File: config.mk
export PLATFORM = sky130hd
export DESIGN_NAME = ledscan_ctrl
export DESIGN_NICKNAME = d
export VERILOG_FILES = /design/src/rtl/ledscan_pkg.sv /design/src/rtl/ledscan_downcnt.sv /design/src/rtl/ledscan_rowtimer.sv /design/src/rtl/ledscan_colseq.sv /design/src/rtl/ledscan_ctrl.sv
export SDC_FILE = /design/constraint.sdc
export NUM_CORES = 1
export LEC_CHECK = 0
export BUFFER_PORTS_ARGS = -buffer_cell sky130_fd_sc_hd__buf_2
export CORE_AREA = 2 2 83 85
export DETAILED_ROUTE_END_ITERATION = 8
export DIE_AREA = 0 0 85 87
export GPL_TIMING_DRIVEN = 0
export SYNTH_ARGS = -nofsm -noshare
export SYNTH_HDL_FRONTEND = slang
export SYNTH_SLANG_ARGS = --single-unit
File: constraint.sdc
create_clock -name clk -period 1.6 [get_ports clk]
set_input_delay 0.08 -clock clk [delete_from_list [all_inputs] [get_ports clk]]
set_output_delay 0.08 -clock clk [all_outputs]
set_load 0.005 [all_outputs]
File: src/rtl/ledscan_pkg.sv
`timescale 1ns/1ps
package ledscan_pkg;

    // Fixed geometry of one panel in the chain
    localparam int UNIT_COLS  = 32;
    localparam int PANEL_ROWS = 16;
    localparam int ROW_AW     = 4;

    // Per-row sequencing states
    typedef enum logic [3:0] {
        ST_IDLE,
        ST_FETCH,
        ST_LOW,
        ST_HIGH,
        ST_BLANK,
        ST_LATCH,
        ST_ADDR,
        ST_HOLD,
        ST_PAD
    } scan_state_t;

endpackage

File: src/rtl/ledscan_downcnt.sv
`timescale 1ns/1ps
// Loadable down-counter used to time clock phases, latch width and blanking.
module ledscan_downcnt #(
    parameter int TW = 4
) (
    input  logic          clk,
    input  logic          rst,
    input  logic          load,
    input  logic [TW-1:0] load_val,
    output logic          zero
);

    logic [TW-1:0] cnt_q;

    always_ff @(posedge clk) begin
        if (rst) begin
            cnt_q <= '0;
        end else if (load) begin
            cnt_q <= load_val;
        end else if (cnt_q != '0) begin
            cnt_q <= cnt_q - 1'b1;
        end
    end

    assign zero = (cnt_q == '0);

endmodule

File: src/rtl/ledscan_rowtimer.sv
`timescale 1ns/1ps
// Counts cycles since the start of a row; flags when the row period is used up.
module ledscan_rowtimer #(
    parameter int PERIOD = 1400
) (
    input  logic clk,
    input  logic rst,
    input  logic restart,
    output logic expired
);

    localparam int CW = $clog2(PERIOD + 1);
    localparam logic [CW-1:0] LIMIT = CW'(PERIOD - 1);

    logic [CW-1:0] cnt_q;

    assign expired = (cnt_q >= LIMIT);

    always_ff @(posedge clk) begin
        if (rst || restart) begin
            cnt_q <= '0;
        end else if (!expired) begin
            cnt_q <= cnt_q + 1'b1;
        end
    end

endmodule

File: src/rtl/ledscan_colseq.sv
`timescale 1ns/1ps
// Tracks the bit position inside a row and the row being loaded,
// and forms the frame-buffer address (far end of the chain first).
module ledscan_colseq #(
    parameter int COLS = 64,
    parameter int ROWS = 16,
    parameter int RW   = 4,
    parameter int AW   = 10
) (
    input  logic          clk,
    input  logic          rst,
    input  logic          bit_adv,
    input  logic          row_adv,
    output logic          last_bit,
    output logic [RW-1:0] shift_row,
    output logic [AW-1:0] fb_addr
);

    localparam int CW = $clog2(COLS);
    localparam logic [CW-1:0] LAST_BIT = CW'(COLS - 1);
    localparam logic [RW-1:0] LAST_ROW = RW'(ROWS - 1);
    localparam bit POW2 = ((COLS & (COLS - 1)) == 0);

    logic [CW-1:0] bit_q;
    logic [CW-1:0] col;
    logic [RW-1:0] row_q;

    assign last_bit  = (bit_q == LAST_BIT);
    assign col       = LAST_BIT - bit_q;
    assign shift_row = row_q;

    always_ff @(posedge clk) begin
        if (rst) begin
            bit_q <= '0;
        end else if (bit_adv) begin
            bit_q <= last_bit ? '0 : bit_q + 1'b1;
        end
    end

    always_ff @(posedge clk) begin
        if (rst) begin
            row_q <= '0;
        end else if (row_adv) begin
            row_q <= (row_q == LAST_ROW) ? '0 : row_q + 1'b1;
        end
    end

    generate
        if (POW2) begin : g_cat
            assign fb_addr = AW'({row_q, col});
        end else begin : g_mul
            assign fb_addr = AW'(row_q) * AW'(COLS) + AW'(col);
        end
    endgenerate

endmodule

File: src/rtl/ledscan_ctrl.sv
`timescale 1ns/1ps
module ledscan_ctrl
    import ledscan_pkg::*;
#(
    parameter int N_UNITS   = 2,
    parameter int HALF_DIV  = 10,
    parameter int BLANK_CYC = 8,
    parameter int ROW_CYC   = 1400,
    localparam int COLS     = UNIT_COLS * N_UNITS,
    localparam int FB_AW    = $clog2(COLS * PANEL_ROWS)
) (
    input  logic              clk,
    input  logic              rst,
    output logic [FB_AW-1:0]  fb_addr,
    output logic              fb_rd_en,
    input  logic              fb_red,
    input  logic              fb_grn,
    output logic              sclk,
    output logic              rdat,
    output logic              gdat,
    output logic              latch,
    output logic              blank,
    output logic [ROW_AW-1:0] row_addr
);

    localparam int TMAX = (HALF_DIV > BLANK_CYC) ? HALF_DIV : BLANK_CYC;
    localparam int TW   = $clog2(TMAX + 1);
    localparam logic [TW-1:0] PHASE_LD = TW'(HALF_DIV - 1);
    localparam logic [TW-1:0] HOLD_LD  = TW'(BLANK_CYC - 1);

    scan_state_t       state_q, state_d;
    logic              tmr_load, tmr_zero;
    logic [TW-1:0]     tmr_val;
    logic              bit_adv, row_adv, last_bit;
    logic [ROW_AW-1:0] shift_row;
    logic              row_restart, row_expired;
    logic              lit_q, lit_d;
    logic              rd_q1;

    // ---------------- datapath helpers ----------------
    ledscan_downcnt #(.TW(TW)) u_phase (
        .clk      (clk),
        .rst      (rst),
        .load     (tmr_load),
        .load_val (tmr_val),
        .zero     (tmr_zero)
    );

    ledscan_rowtimer #(.PERIOD(ROW_CYC)) u_rowtmr (
        .clk     (clk),
        .rst     (rst),
        .restart (row_restart),
        .expired (row_expired)
    );

    ledscan_colseq #(
        .COLS (COLS),
        .ROWS (PANEL_ROWS),
        .RW   (ROW_AW),
        .AW   (FB_AW)
    ) u_colseq (
        .clk       (clk),
        .rst       (rst),
        .bit_adv   (bit_adv),
        .row_adv   (row_adv),
        .last_bit  (last_bit),
        .shift_row (shift_row),
        .fb_addr   (fb_addr)
    );

    assign bit_adv     = (state_q == ST_HIGH) && tmr_zero;
    assign row_adv     = (state_q == ST_ADDR);
    assign row_restart = (state_q == ST_IDLE) || ((state_q == ST_PAD) && row_expired);

    // ---------------- state register ----------------
    always_ff @(posedge clk) begin
        if (rst) begin
            state_q <= ST_IDLE;
        end else begin
            state_q <= state_d;
        end
    end

    // ---------------- next state ----------------
    always_comb begin
        state_d = state_q;
        unique case (state_q)
            ST_IDLE:  state_d = ST_FETCH;
            ST_FETCH: state_d = ST_LOW;
            ST_LOW:   if (tmr_zero) state_d = ST_HIGH;
            ST_HIGH:  if (tmr_zero) state_d = last_bit ? ST_BLANK : ST_FETCH;
            ST_BLANK: state_d = ST_LATCH;
            ST_LATCH: if (tmr_zero) state_d = ST_ADDR;
            ST_ADDR:  state_d = ST_HOLD;
            ST_HOLD:  if (tmr_zero) state_d = ST_PAD;
            ST_PAD:   if (row_expired) state_d = ST_FETCH;
            default:  state_d = ST_IDLE;
        endcase
    end

    // Phase timer is loaded on entry to each timed state
    always_comb begin
        tmr_load = 1'b0;
        tmr_val  = '0;
        if (state_d != state_q) begin
            unique case (state_d)
                ST_LOW, ST_HIGH, ST_LATCH: begin
                    tmr_load = 1'b1;
                    tmr_val  = PHASE_LD;
                end
                ST_HOLD: begin
                    tmr_load = 1'b1;
                    tmr_val  = HOLD_LD;
                end
                default: begin
                    tmr_load = 1'b0;
                    tmr_val  = '0;
                end
            endcase
        end
    end

    // Display becomes lit for good once the first row has been loaded
    assign lit_d = lit_q || (state_d == ST_PAD);

    // ---------------- registered outputs ----------------
    always_ff @(posedge clk) begin
        if (rst) begin
            sclk     <= 1'b0;
            latch    <= 1'b0;
            blank    <= 1'b1;
            fb_rd_en <= 1'b0;
            rd_q1    <= 1'b0;
            rdat     <= 1'b0;
            gdat     <= 1'b0;
            row_addr <= '0;
            lit_q    <= 1'b0;
        end else begin
            lit_q    <= lit_d;
            sclk     <= (state_d == ST_HIGH);
            latch    <= (state_d == ST_LATCH);
            fb_rd_en <= (state_d == ST_FETCH);
            blank    <= !(lit_d && (state_d inside {ST_FETCH, ST_LOW, ST_HIGH, ST_PAD}));
            rd_q1    <= fb_rd_en;
            if (rd_q1) begin
                rdat <= fb_red;
                gdat <= fb_grn;
            end
            if (state_q == ST_ADDR) begin
                row_addr <= shift_row;
            end
        end
    end

endmodule

==> flow_summary.toml, run 1 <==
[outcome]
status = "complete, but fails checks"
violations = "setup timing"

[clock_network]
clk_pin_slew_ns = 0.09
cts-hold-fix-buffers = 0
clock-sinks = 41
clock_path_buffers = 2
tritoncts = "yes"
root_buffer = "clkbuf_8"
clk_latency_ns = 0.30
cts_inserted_buffers = 5
cts_max_level = 2

[detailed_routing]
wire_per_inst_um = 12.8
wirelength_met1_um = 2020
antenna_left = 0
drc = 0
drt_pre_antenna_iters = 4
drt-initial-drc-count = 53
met2_length_um = 2080
wl_met3_um = 121
highest_layer = "met4"
routed_wl_um = 4360
via_per_inst = 4.84
vias = 1655

[global_routing]
antenna_found_initial = 0
track_usage_pct = 11.4
grt_max_degree = 14
grt_pass1_wl_um = 6880
grt-ovfl-total = 0
grt_pass1_vias = 1551

[timing]
timing.hold.ws_ns = 0.0259
worstMarginPinSlew_ns = 0.476
skew_ns = 0.0120
rsz0062_at_grt = "yes"
fin_crit_ns = 1.79
slew_viol_final = 0
hold_viol = 0
clock.fmax_mhz = 560
maxSlewHeadroom_pct = 68.3
post-route-period-util_pct = 112
tns_ns = -1.55
setup_ws_ns = -0.187
setup_viol = 20

[placed_design]
numPortBuffers = 23
dpl_cell_area_mm2 = 0.00213
place_ws_ns = -0.190
place_congestion = 0.772
hpwl_um = 2590

[setup_path]
path_delay_family = "compound AO/OA/AOI/OAI gates"
slowest_delay_ns = 0.39
path_class = "flop to flop"
cp_max_fo = 5
r2r_cells = 7
reg2reg_slack_ns = -0.19
worstReg2RegStart = "u_phase.cnt_q[0]"
path_cells = "inv_2 -> ha_4 -> or3b_4 -> a221o_1 -> a21oi_2 -> o21a_2 -> o2111a_1"
cp.arrival_ns = 2.03
path_buf_inv = 1
required_ns = 1.84
crit_path_end_kind = "flop"
critPathSlowestCell = "or3b_4"
r2r_end = "sclk"
crit_path_start_kind = "flop"
path_depth = 7
crit_start = "u_phase.cnt_q[0]"

[die]
dieWidth_um = 85
start_util_pct = 28.8
die_area_mm2 = 0.00740
ioPinCount = 24
rows = 30
die_h_um = 87
coreArea_mm2 = 0.00657

[hold_path]
hold_start = "fb_red"
min_path_cells = 3
whs_endpoint = "rdat"
hold_path_class = "input port to flop"

[logic_synthesis]
synth_cell_types = 47
postSynthCellCount = 216
syn_area_per_cell_um2 = 8.76
yosys_warnings = 0
synth_top_flop_cell = "dfxtp_1"
synth_edf_count = 0
syn_nets = 224
synth-seq-cells = 41
ys_seq_area_share_pct = 43.4
async_reset_ff_share_pct = 0
syn_area_mm2 = 0.00189

[layout]
nets = 269
drive_above_1_share_pct = 35.9
finish.utilization_pct = 38.8
multiInputGateArea_mm2 = 0.00115
nFillCells = 648
antennaDiodeCount = 0
fin_area_mm2 = 0.00255
regArea_um2 = 831
synthToLayoutAreaGrowth_pct = 34.8

[power]
ir_worst_vdd_v = 0.000388
power.density_mw_per_mm2 = 1180
p_leak_nw = 0.934

[flow_run]
cap_violations = 0
-- timing repair --
| item | 4_1_cts | 5_1_grt |
|---|---|---|
| endpoints found under the setup margin | 23 | 28 |
| gates resized for setup | 21 | 22 |
| setup buffers | 9 | 7 |
| cloned | 1 | 0 |
| pin swaps | 26 | 11 |
-- power by group --
part	leakage, nW	switching [mW]	internal, mW
logic	0.544	0.440	0.519
clock network	0.0554	0.363	0.468
registers	0.335	0.0965	1.12
-- area by class of cell --
type                       count  area share (%)
clock inverter                 2            1.52
timing repair buffer          40            10.3
sequential                    41            32.6
inverter                      10            1.47
multi-input combinational    156            45.0
clock buffer                   6            2.84
buffer                         7            2.35
tap                           80            3.92
-- logic make-up (layout without fill, tap and decap cells) --
kind of cell | count (synthesis) | in the layout | synth area share, %
fa+ha+maj | 4 | 4 | 2.64
buf+inv | 19 | 65 | 5.62
flops | 41 | 41 | 43.4
mux | 3 | 3 | 1.59
xor+xnor | 16 | 16 | 7.40
simple gates | 90 | 90 | 23.8
compound gates | 43 | 43 | 15.6
-- state kept, by name, indices dropped and copies added (netlist names) --
register and cells:
sclk 1, rdat 1, u_colseq.shift_row 4, latch 1
u_phase.cnt_q 4, rd_q1 1, blank 1, u_colseq.bit_q 6
fb_rd_en 1, lit_q 1, gdat 1, state_q 4
row_addr 4, u_rowtmr.cnt_q 11
-- synthesized netlist by cell type (all sizes together) (2+ instances only) --
| cell type | n | area (um^2) |
|---|---|---|
| nor2b | 2 | 12.5 |
| nand4 | 3 | 18.8 |
| ha | 4 | 50.1 |
| nor3b | 4 | 35.0 |
| nand3 | 5 | 25.0 |
| xor2 | 4 | 35.0 |
| nor4 | 2 | 12.5 |
| o21a | 3 | 23.8 |
| nor3 | 8 | 51.3 |
| mux2i | 3 | 30.0 |
| and3 | 3 | 18.8 |
| inv | 10 | 37.5 |
| nor2 | 28 | 105 |
| xnor2 | 12 | 105 |
| buf | 6 | 57.6 |
| or3 | 5 | 31.3 |
| a21o | 2 | 15.0 |
| dfxtp | 41 | 821 |
| clkbuf | 3 | 11.3 |
| nand2 | 26 | 100 |
| a211oi | 3 | 22.5 |
| a21oi | 18 | 93.8 |
| o21ai | 5 | 25.0 |
-- tightest hold or removal path, cell delays in order --
cell	delay (ns)
buf_2	0.08
mux2i_1	0.06
nor2_1	0.07
-- cells in the final DEF (no fill, tap or decap), types with 5 or more instances in the layout --
cell,n
buf_2,23
nand2_1,24
clkbuf_8,5
nor2_1,21
buf_4,15
a21oi_1,15
buf_6,6
inv_1,8
dfxtp_1,37
xnor2_1,11
-- routing by layer --
metal	GRT usage, %	vias to the layer above
met4	5.77	0
li1	-	839
met3	1.71	11
met5	0	-
met2	19.1	36
met1	14.4	769
-- through the flow --
stage,total power [mW],cells
after floorplan,1.75,216
after global placement,1.87,319
after detailed placement,1.89,319
after CTS,2.86,335
after global routing,3.18,342
final,3.00,342
-- worst max path at each step --
stage          endpoint
2_1_floorplan      sclk
3_3_place_gp       sclk
3_5_place_dp       sclk
4_1_cts            sclk
5_1_grt            sclk
6_report           sclk
Power figures use the tool's default switching activity.
==> run 2: changes to the inputs <==
--- a/config.mk
+++ b/config.mk
@@ -7,6 +7,7 @@
 export LEC_CHECK = 0
 export BUFFER_PORTS_ARGS = -buffer_cell sky130_fd_sc_hd__buf_2
 export CORE_AREA = 2 2 83 85
+export CTS_CLUSTER_SIZE = 10
 export DETAILED_ROUTE_END_ITERATION = 8
 export DIE_AREA = 0 0 85 87
 export GPL_TIMING_DRIVEN = 0
==> constraint.sdc (replaced) <==
create_clock -name clk -period 2.2 [get_ports clk]
set_input_delay 0.11 -clock clk [delete_from_list [all_inputs] [get_ports clk]]
set_output_delay 0.11 -clock clk [all_outputs]
set_load 0.005 [all_outputs]
==> flow_summary.toml, run 2 (synthesis results as in run 1) <==
[layout]
antennaDiodeCount = 0
drive_above_1_share_pct = 17.8
most-common-layout-cells = "dfxtp_1, nor2_1, nand2_1, buf_2, a21oi_1"
largest_register = "u_rowtmr.cnt_q"
fin_area_mm2 = 0.00220
nFillCells = 698
nets = 254
layout_commonest_cell = "dfxtp_1"
largestRegisters = "u_rowtmr.cnt_q: 11 flops, u_colseq.bit_q: 6 flops"
largest_register_ffs = 11
synthToLayoutAreaGrowth_pct = 16.0

[global_routing]
grt_max_degree = 14
grt_pass1_vias = 1409
grt_pass1_wl_um = 6300
track_usage_pct = 10.4
grt-ovfl-total = 0
antenna_found_initial = 0

[timing]
slew_viol_final = 0
tns_ns = 0
timing.hold.ws_ns = 0.0540
worstMarginPinSlew_ns = 0.447
hold_viol = 0
setup_viol = 0
post-route-period-util_pct = 89.4
setup_ws_ns = 0.234
skew_ns = 0.0113
fin_crit_ns = 1.97
clock.fmax_mhz = 509
rsz0062_at_grt = "no"
maxSlewHeadroom_pct = 70.1

[power]
power.density_mw_per_mm2 = 825
fin_total_pwr_mw = 1.81
p_leak_nw = 0.828
ir_worst_vdd_v = 0.000292

[placed_design]
dpl_cell_area_mm2 = 0.00211
place_ws_ns = 0.260
hpwl_um = 2660
numPortBuffers = 23
place_congestion = 0.791

[detailed_routing]
antenna_left = 0
drc = 0
vias = 1538
wire_per_inst_um = 11.1
via_per_inst = 4.70
drt-initial-drc-count = 64
drt_pre_antenna_iters = 4
routed_wl_um = 3620

[clock_network]
clk_latency_ns = 0.29
tritoncts = "yes"
clk_pin_slew_ns = 0.08
root_buffer = "clkbuf_8"
clock-sinks = 41
postCtsResizedCells = 0
cts_max_level = 2
post-cts-setup-buffers = 0
clock_path_buffers = 2
cts-hold-fix-buffers = 0
cts_inserted_buffers = 5

[setup_path]
path_class = "flop to flop"
reg2reg_slack_ns = 0.23
crit_path_end_kind = "flop"
cp.arrival_ns = 2.20
crit_path_start_kind = "flop"
required_ns = 2.44
cp_max_fo = 5

[die]
start_util_pct = 28.8
ioPinCount = 24
rows = 30
coreArea_mm2 = 0.00657
die_area_mm2 = 0.00740
die_h_um = 87
dieWidth_um = 85

[flow_run]
cap_violations = 0

[outcome]
status = "finished, final reports clean"

[hold_path]
hold_path_class = "input port to flop"
==> run 2: path summary, 6_finish.rpt <==
check,from,to,depth (start not counted)
hold reg to reg,row_addr[1],row_addr[1],2
hold / removal,fb_grn,gdat,3
setup / recovery,u_phase.cnt_q[0],sclk,7
setup reg to reg,u_phase.cnt_q[0],sclk,7
==> run 2: through the flow <==
stage                     util, %  instances
after floorplan                 -        216
after global placement       32.1        319
after detailed placement     32.1        319
after CTS                    33.4        327
after global routing         33.4        327
final                        33.4        327
==> run 2: report_power, final <==
group	switching (mW)	leakage, nW	internal [mW]
clock network	0.261	0.0374	0.224
registers	0.0614	0.333	0.808
logic	0.232	0.458	0.224
==> run 2: metal layers <==
metal	vias to the layer above	part of all wire (%)	GRT usage, %
met5	-	0	0
met4	0	1.9	4.62
met3	6	3.1	2.56
met2	23	44	16.6
met1	705	51	13.3
li1	804	-	-
==> run 2: critical path, cell delays in order (launching register included) <==
cell      delay [ns]
dfxtp_1         0.32
inv_1           0.08
ha_1            0.25
or3b_4          0.43
a221o_1         0.35
a21oi_2         0.13
o21a_2          0.18
o2111a_1        0.18
==> run 2: layout make-up <==
| cell class | instances | area [um^2] | share of cell area (%) |
|---|---|---|---|
| Multi-Input combinational cell | 156 | 966 | 44.0 |
| Sequential cell | 41 | 821 | 37.4 |
| Timing Repair Buffer | 23 | 115 | 5.24 |
| Tap cell | 80 | 100 | 4.56 |
| Clock buffer | 6 | 72.6 | 3.30 |
| Buffer | 9 | 68.8 | 3.13 |
| Inverter | 10 | 37.5 | 1.71 |
| Clock inverter | 2 | 15.0 | 0.684 |
